[src/rtl/pfs_pkg.sv]
package pfs_pkg;

  localparam int FL_AW = 9;
  localparam int FL_DW = 16;

  typedef enum logic [2:0] {
    ST_IDLE,
    ST_STROBE,
    ST_WAIT_LO,
    ST_WAIT_HI,
    ST_FINISH
  } seq_state_e;

  typedef enum logic [1:0] {
    OP_RD,
    OP_WR,
    OP_ER
  } op_e;

  // whole cycles covering a time in ns, rounded up
  function automatic int ns_to_cyc(input int ns, input int clk_ps);
    return (ns * 1000 + clk_ps - 1) / clk_ps;
  endfunction

endpackage

[src/rtl/pfs_rst_sync.sv]
module pfs_rst_sync #(
  parameter int STAGES = 2
) (
  input  logic clk,
  input  logic rst_n,
  output logic rst_s_n
);

  logic [STAGES-1:0] sync_q;

  always_ff @(posedge clk or negedge rst_n) begin
    if (!rst_n) begin
      sync_q <= '0;
    end else begin
      sync_q <= {sync_q[STAGES-2:0], 1'b1};
    end
  end

  assign rst_s_n = sync_q[STAGES-1];

endmodule

[src/rtl/pfs_req_decode.sv]
module pfs_req_decode import pfs_pkg::*; #(
  parameter int ADDR_W = 6,
  parameter int DATA_W = 10
) (
  input  logic              req_rd,
  input  logic              req_wr,
  input  logic              req_er,
  input  logic [ADDR_W-1:0] req_addr,
  input  logic [DATA_W-1:0] req_wdata,
  output logic              accept,
  output op_e               dec_op,
  output logic [FL_AW-1:0]  pad_addr,
  output logic [FL_DW-1:0]  pad_wdata
);

  localparam int APAD = FL_AW - ADDR_W;
  localparam int DPAD = FL_DW - DATA_W;

  logic [2:0] req_vec;

  assign req_vec = {req_er, req_wr, req_rd};
  // exactly one request line high
  assign accept  = (req_vec != 3'b000) && ((req_vec & (req_vec - 3'b001)) == 3'b000);

  always_comb begin
    if (req_wr) begin
      dec_op = OP_WR;
    end else if (req_er) begin
      dec_op = OP_ER;
    end else begin
      dec_op = OP_RD;
    end
  end

  generate
    if (APAD > 0) begin : g_apad
      assign pad_addr = {req_addr, {APAD{1'b0}}};
    end else begin : g_afull
      assign pad_addr = req_addr;
    end
    if (DPAD > 0) begin : g_dpad
      assign pad_wdata = {req_wdata, {DPAD{1'b1}}};
    end else begin : g_dfull
      assign pad_wdata = req_wdata;
    end
  endgenerate

endmodule

[src/rtl/pfs_cnt.sv]
module pfs_cnt #(
  parameter int LIMIT = 8
) (
  input  logic clk,
  input  logic rst_n,
  input  logic clr,
  input  logic en,
  output logic last
);

  localparam int CW = (LIMIT > 1) ? $clog2(LIMIT) : 1;

  logic [CW-1:0] cnt_q;
  logic [CW-1:0] cnt_d;

  assign last = (cnt_q == CW'(LIMIT - 1));

  always_comb begin
    cnt_d = cnt_q;
    if (clr) begin
      cnt_d = '0;
    end else if (en && !last) begin
      cnt_d = cnt_q + CW'(1);
    end
  end

  always_ff @(posedge clk or negedge rst_n) begin
    if (!rst_n) begin
      cnt_q <= '0;
    end else begin
      cnt_q <= cnt_d;
    end
  end

  AST_CNT_SATURATES: assert property (@(posedge clk) disable iff (!rst_n)
    (en && !clr && last) |=> last);

endmodule

[src/rtl/pflash_seq.sv]
module pflash_seq import pfs_pkg::*; #(
  parameter int ADDR_W  = 6,
  parameter int DATA_W  = 10,
  parameter int CLK_PS  = 5000,
  parameter int HOLD_NS = 420,
  parameter int BUSY_NS = 210
) (
  input  logic              clk,
  input  logic              rst_n,
  input  logic              req_rd,
  input  logic              req_wr,
  input  logic              req_er,
  input  logic [ADDR_W-1:0] req_addr,
  input  logic [DATA_W-1:0] req_wdata,
  output logic              ready,
  output logic              done,
  output logic              err,
  output logic [DATA_W-1:0] rd_data,
  output logic              fl_rd_n,
  output logic              fl_wr_n,
  output logic              fl_er_n,
  output logic [8:0]        fl_addr,
  output logic [15:0]       fl_wdata,
  input  logic [15:0]       fl_rdata,
  input  logic              fl_busy_n
);

  localparam int HOLD_CYC = ns_to_cyc(HOLD_NS, CLK_PS);
  localparam int WIN_CYC  = ns_to_cyc(BUSY_NS, CLK_PS);

  logic rst_s_n;

  seq_state_e st_q, st_d;
  op_e        op_q;
  logic [FL_AW-1:0] addr_q;
  logic [FL_DW-1:0] wdat_q;
  logic       seen_q, seen_d;
  logic       tout_q, tout_d;
  logic [DATA_W-1:0] rdat_q, rdat_d;

  logic       accept;
  op_e        dec_op;
  logic [FL_AW-1:0] dec_addr;
  logic [FL_DW-1:0] dec_wdat;

  logic       start;
  logic       strobe_on;
  logic       hold_clr, hold_en, hold_last;
  logic       win_en, win_last;
  logic       set_tout;
  logic       rdat_en;

  pfs_rst_sync #(.STAGES(2)) u_rst (
    .clk     (clk),
    .rst_n   (rst_n),
    .rst_s_n (rst_s_n)
  );

  pfs_req_decode #(.ADDR_W(ADDR_W), .DATA_W(DATA_W)) u_dec (
    .req_rd    (req_rd),
    .req_wr    (req_wr),
    .req_er    (req_er),
    .req_addr  (req_addr),
    .req_wdata (req_wdata),
    .accept    (accept),
    .dec_op    (dec_op),
    .pad_addr  (dec_addr),
    .pad_wdata (dec_wdat)
  );

  pfs_cnt #(.LIMIT(HOLD_CYC)) u_hold (
    .clk   (clk),
    .rst_n (rst_s_n),
    .clr   (hold_clr),
    .en    (hold_en),
    .last  (hold_last)
  );

  pfs_cnt #(.LIMIT(WIN_CYC)) u_win (
    .clk   (clk),
    .rst_n (rst_s_n),
    .clr   (hold_clr),
    .en    (win_en),
    .last  (win_last)
  );

  // control decode
  always_comb begin
    start     = (st_q == ST_IDLE) && accept;
    strobe_on = (st_q == ST_STROBE) || (st_q == ST_WAIT_LO);
    hold_clr  = (st_q == ST_IDLE);
    hold_en   = (st_q == ST_STROBE);
    win_en    = strobe_on && !seen_q && fl_busy_n;
    set_tout  = strobe_on && !seen_q && fl_busy_n && win_last;
    rdat_en   = (st_q == ST_WAIT_HI) && fl_busy_n && (op_q == OP_RD);
  end

  // next state
  always_comb begin
    st_d = st_q;
    unique case (st_q)
      ST_IDLE: begin
        if (start) begin
          st_d = ST_STROBE;
        end
      end
      ST_STROBE: begin
        if (hold_last) begin
          if (tout_q || set_tout) begin
            st_d = ST_FINISH;
          end else if (seen_q || !fl_busy_n) begin
            st_d = ST_WAIT_HI;
          end else begin
            st_d = ST_WAIT_LO;
          end
        end
      end
      ST_WAIT_LO: begin
        if (!fl_busy_n) begin
          st_d = ST_WAIT_HI;
        end else if (set_tout) begin
          st_d = ST_FINISH;
        end
      end
      ST_WAIT_HI: begin
        if (fl_busy_n) begin
          st_d = ST_FINISH;
        end
      end
      ST_FINISH: begin
        st_d = ST_IDLE;
      end
      default: begin
        st_d = ST_IDLE;
      end
    endcase
  end

  // busy tracking flags
  always_comb begin
    seen_d = seen_q;
    tout_d = tout_q;
    if (st_q == ST_IDLE) begin
      seen_d = 1'b0;
      tout_d = 1'b0;
    end else begin
      if (strobe_on && !fl_busy_n) begin
        seen_d = 1'b1;
      end
      if (set_tout) begin
        tout_d = 1'b1;
      end
    end
  end

  assign rdat_d = fl_rdata[FL_DW-1 -: DATA_W];

  generate
    if (DATA_W < FL_DW) begin : g_rlo
      logic unused_rlo;
      assign unused_rlo = ^fl_rdata[FL_DW-DATA_W-1:0];
    end
  endgenerate

  // state and flag registers
  always_ff @(posedge clk or negedge rst_s_n) begin
    if (!rst_s_n) begin
      st_q   <= ST_IDLE;
      seen_q <= 1'b0;
      tout_q <= 1'b0;
    end else begin
      st_q   <= st_d;
      seen_q <= seen_d;
      tout_q <= tout_d;
    end
  end

  // operand registers, loaded on accept
  always_ff @(posedge clk or negedge rst_s_n) begin
    if (!rst_s_n) begin
      op_q   <= OP_RD;
      addr_q <= '0;
      wdat_q <= '0;
    end else if (start) begin
      op_q   <= dec_op;
      addr_q <= dec_addr;
      wdat_q <= dec_wdat;
    end
  end

  // read data register
  always_ff @(posedge clk or negedge rst_s_n) begin
    if (!rst_s_n) begin
      rdat_q <= '0;
    end else if (rdat_en) begin
      rdat_q <= rdat_d;
    end
  end

  assign ready    = (st_q == ST_IDLE);
  assign done     = (st_q == ST_FINISH) && !tout_q;
  assign err      = (st_q == ST_FINISH) && tout_q;
  assign rd_data  = rdat_q;
  assign fl_rd_n  = !(strobe_on && (op_q == OP_RD));
  assign fl_wr_n  = !(strobe_on && (op_q == OP_WR));
  assign fl_er_n  = !(strobe_on && (op_q == OP_ER));
  assign fl_addr  = addr_q;
  assign fl_wdata = wdat_q;

  AST_ONE_STROBE: assert property (@(posedge clk) disable iff (!rst_s_n)
    $countones({~fl_rd_n, ~fl_wr_n, ~fl_er_n}) <= 1);

  AST_MIN_HOLD: assert property (@(posedge clk) disable iff (!rst_s_n)
    $rose(fl_rd_n & fl_wr_n & fl_er_n) |-> $past(hold_last));

  AST_OPND_STABLE: assert property (@(posedge clk) disable iff (!rst_s_n)
    (!(fl_rd_n & fl_wr_n & fl_er_n) && $past(!(fl_rd_n & fl_wr_n & fl_er_n)))
      |-> ($stable(fl_addr) && $stable(fl_wdata)));

  AST_MULTI_DROP: assert property (@(posedge clk) disable iff (!rst_s_n)
    (ready && ($countones({req_rd, req_wr, req_er}) > 1))
      |=> (ready && fl_rd_n && fl_wr_n && fl_er_n));

  AST_BUSY_IGNORE: assert property (@(posedge clk) disable iff (!rst_s_n)
    (!ready && (req_rd || req_wr || req_er)) |=> $stable(fl_addr));

  AST_DONE_READY: assert property (@(posedge clk) disable iff (!rst_s_n)
    (done || err) |=> (ready && !done && !err));

endmodule

[config.mk]
export PLATFORM = sky130hd
export DESIGN_NAME = pflash_seq
export DESIGN_NICKNAME = d
export VERILOG_FILES = /design/src/rtl/pfs_pkg.sv /design/src/rtl/pfs_rst_sync.sv /design/src/rtl/pfs_req_decode.sv /design/src/rtl/pfs_cnt.sv /design/src/rtl/pflash_seq.sv
export SDC_FILE = /design/constraint.sdc
export NUM_CORES = 1
export LEC_CHECK = 0
export BUFFER_PORTS_ARGS = -buffer_cell sky130_fd_sc_hd__clkbuf_2
export CAP_MARGIN = 25
export CORE_UTILIZATION = 45
export DETAILED_ROUTE_END_ITERATION = 7
export PLACE_DENSITY = 0.8
export SLEW_MARGIN = 20
export SYNTH_ARGS = -nofsm -noshare
export SYNTH_HDL_FRONTEND = slang
export SYNTH_SLANG_ARGS = --single-unit
[constraint.sdc]
create_clock -name clk -period 1.4 [get_ports clk]
set_clock_uncertainty 0.05 [all_clocks]
set_input_delay 0.21 -clock clk [delete_from_list [all_inputs] [get_ports clk]]
set_output_delay 0.21 -clock clk [all_outputs]
set_load 0.05 [all_outputs]
==> metrics.cfg <==
[synth]
synth_area_um2=2310
ys.flop_type=dfrtp_1
yosysSeqAreaShare_pct=53.2
synth_top_area_cell=dfrtp_1
yosys.area.top_type_share_pct=53.2
ys_types=45
syn_avg_cell_area_um2=11.6
yosysWarnings=0
synth_edf_count=0
async_reset_ff_share_pct=100
synth_seq_cells=49
synth_area_leaders=dfrtp_1 53%, mux2_2 12%, nand2_1 2.8%, buf_4 2.6%, nor2_1 2.1%
syn_inst=198

[clock_network]
cts_tree=done
cts_sinks=49
htreeDepth=2
cts_root_buffer=clkbuf_8
clockBufferDepth=2
cts_buffers=5
path_clk_slew_ps=100
clk_latency_ps=310

[power]
leakagePower_nw=1.83
p_int_w=0.00434
pwr-share-clk_pct=12.6
netSwitchingPower_w=0.00396
vdd_ir_drop_max_uv=1960
swShare_pct=47.7
power-per-cell-area_nw_per_um2=2180
comb_power_share_pct=60.9
seq_power_share_pct=26.5

[final_layout]
drive_gt1_share_pct=65.5
utilization_pct=79.0
final_cell_mix=63 x clkbuf_2, 46 x dfrtp_1, 39 x buf_4, 16 x buf_6, 14 x mux2_2
antenna_cells_inserted=0
final_common_cell=clkbuf_2
finalNetCount=368
area_delta_synth_final_pct=65.0

[floorplan]
dieArea_um2=5410
initial_core_util_pct=47.9
die_x_um=73.6
core_area_um2=4820
dieHeight_um=73.6
num_rows=25
io_pins=79

[drt]
wl_per_cell_um=18.1
vias=2138
drtIter0Drc=183
drtAntennaViolNets=0
drc=0
drt-total-wl_um=7130
routed_via_density=5.41
drt_first_pass_iters=4

[grt]
gr-total-overflow=0
grt_antenna_before_repair=0
grt.total_usage_pct=27.5
grt_max_degree=27
grt_pass1_wl_um=10800
grt_pass1_vias=2140

[worst_setup_path]
r2r_slack_ps=-400
worstSetupPathType=register to register
path_max_fanout=3
endpoint_kind=register
worst_setup_path_start_kind=register
rr_worst_depth=4
worst_ep_required_time_ps=1530
crit_arrival_ps=1930

[timing]
relSlewSlack_pct=39.8
max_freq_ghz=0.557
worstMarginPinSlew_ps=903
rsz0062_at_grt=true
setup_violations=52
setup_tns_ps=-11940
whs_ps=66.9
hold_viol_final=0
drv_slew=0
period_share_pct=128
final.min_clock_period_ps=1800
layout_setup_ws_ps=-395

[min_path]
min_path_type=primary input to register
hold_depth=2

[run_status]
violations=setup timing
status=finished, violations left

[placement]
dpl.hpwl_um=3870
io_buffers=69
gp_congestion=0.897
dpl_worst_slack_ps=-367

[run]
cap_violations=0

## routing by layer
layer	part of all wire [%]	GRT usage, %	up-vias
met5	0	0	-
met3	5.9	5.35	19
met4	2.0	10.5	0
li1	-	-	942
met1	37	33.2	1069
met2	55	48.4	108
## stage by stage
step	instances	total power [W]	area (um2)
floorplan	200	0.00503	2450
global placement	366	0.00608	3140
detailed placement	366	0.00618	3140
CTS	391	0.00789	3650
global route	395	0.00864	3800
finish	395	0.00830	3800
## kinds of logic after synthesis
logic type | count (synthesis) | share of synthesized area [%]
compound gates | 25 | 7.22
flops | 49 | 53.2
simple gates | 58 | 14.5
buf+inv | 23 | 5.59
other cells | 2 | 0.326
xor+xnor | 8 | 3.04
fa+ha+maj | 3 | 1.63
mux | 30 | 14.5
## critical path, cell delays in order (launching register included)
cell and delay [ps]:
dfrtp_1 400, or4b_4 550, or2_4 270, o2111ai_1 270, o31ai_2 120
## area by class of cell
type | count | area, um2
Tap cell | 67 | 83.8
Multi-Input combinational cell | 131 | 1330
Inverter | 9 | 41.3
Timing Repair Buffer | 131 | 1010
Fill cell | 268 | 1010
Clock inverter | 3 | 43.8
Sequential cell | 49 | 1230
Clock buffer | 5 | 68.8
## what timing repair did
action / CTS / global route
setup endpoints to repair: 51 / 53
cloned: 4 / 0
setup buffers: 12 / 4
hold buffers: 1 / 0
resized for setup: 59 / 30
pin swaps: 17 / 12
hold endpoints to repair: 2 / 0
## synthesized netlist by cell type, drive strengths merged, types with 4 or more instances
master   n
mux2    27
a21oi    4
buf     13
dfrtp   49
nor2    13
o21ai    8
nand2   17
xor2     5
inv      9
## power by group through the flow
| stage | registers (W) | clock network [W] | logic (W) |
|---|---|---|---|
| 3_5_place_dp | 0.00218 | 0 | 0.00400 |
| 2_1_floorplan | 0.00327 | 0 | 0.00176 |
| 3_3_place_gp | 0.00216 | 0 | 0.00392 |
| 4_1_cts | 0.00217 | 0.00104 | 0.00468 |
| 6_report | 0.00220 | 0.00105 | 0.00506 |
| 5_1_grt | 0.00225 | 0.00111 | 0.00529 |
## path summary, 6_finish.rpt
path,to,start
setup reg to reg,st_q[0],u_hold.cnt_q[5]
hold reg to reg,op_q[0],u_rst.sync_q[1]
min in group asynchronous,u_rst.sync_q[0],rst_n
max in group asynchronous,rd_data[7],u_rst.sync_q[1]
setup / recovery,st_q[0],u_hold.cnt_q[5]
hold / removal,fl_addr[7],req_addr[4]
## state kept, by name (all words and copies together) (netlist names)
signal / count
fl_addr: 6
fl_wdata: 11
op_q: 2
rd_data: 10
seen_q: 1
st_q: 3
tout_q: 1
u_hold.cnt_q: 7
u_rst.sync_q: 2
u_win.cnt_q: 6
Power figures use the tool's default switching activity.
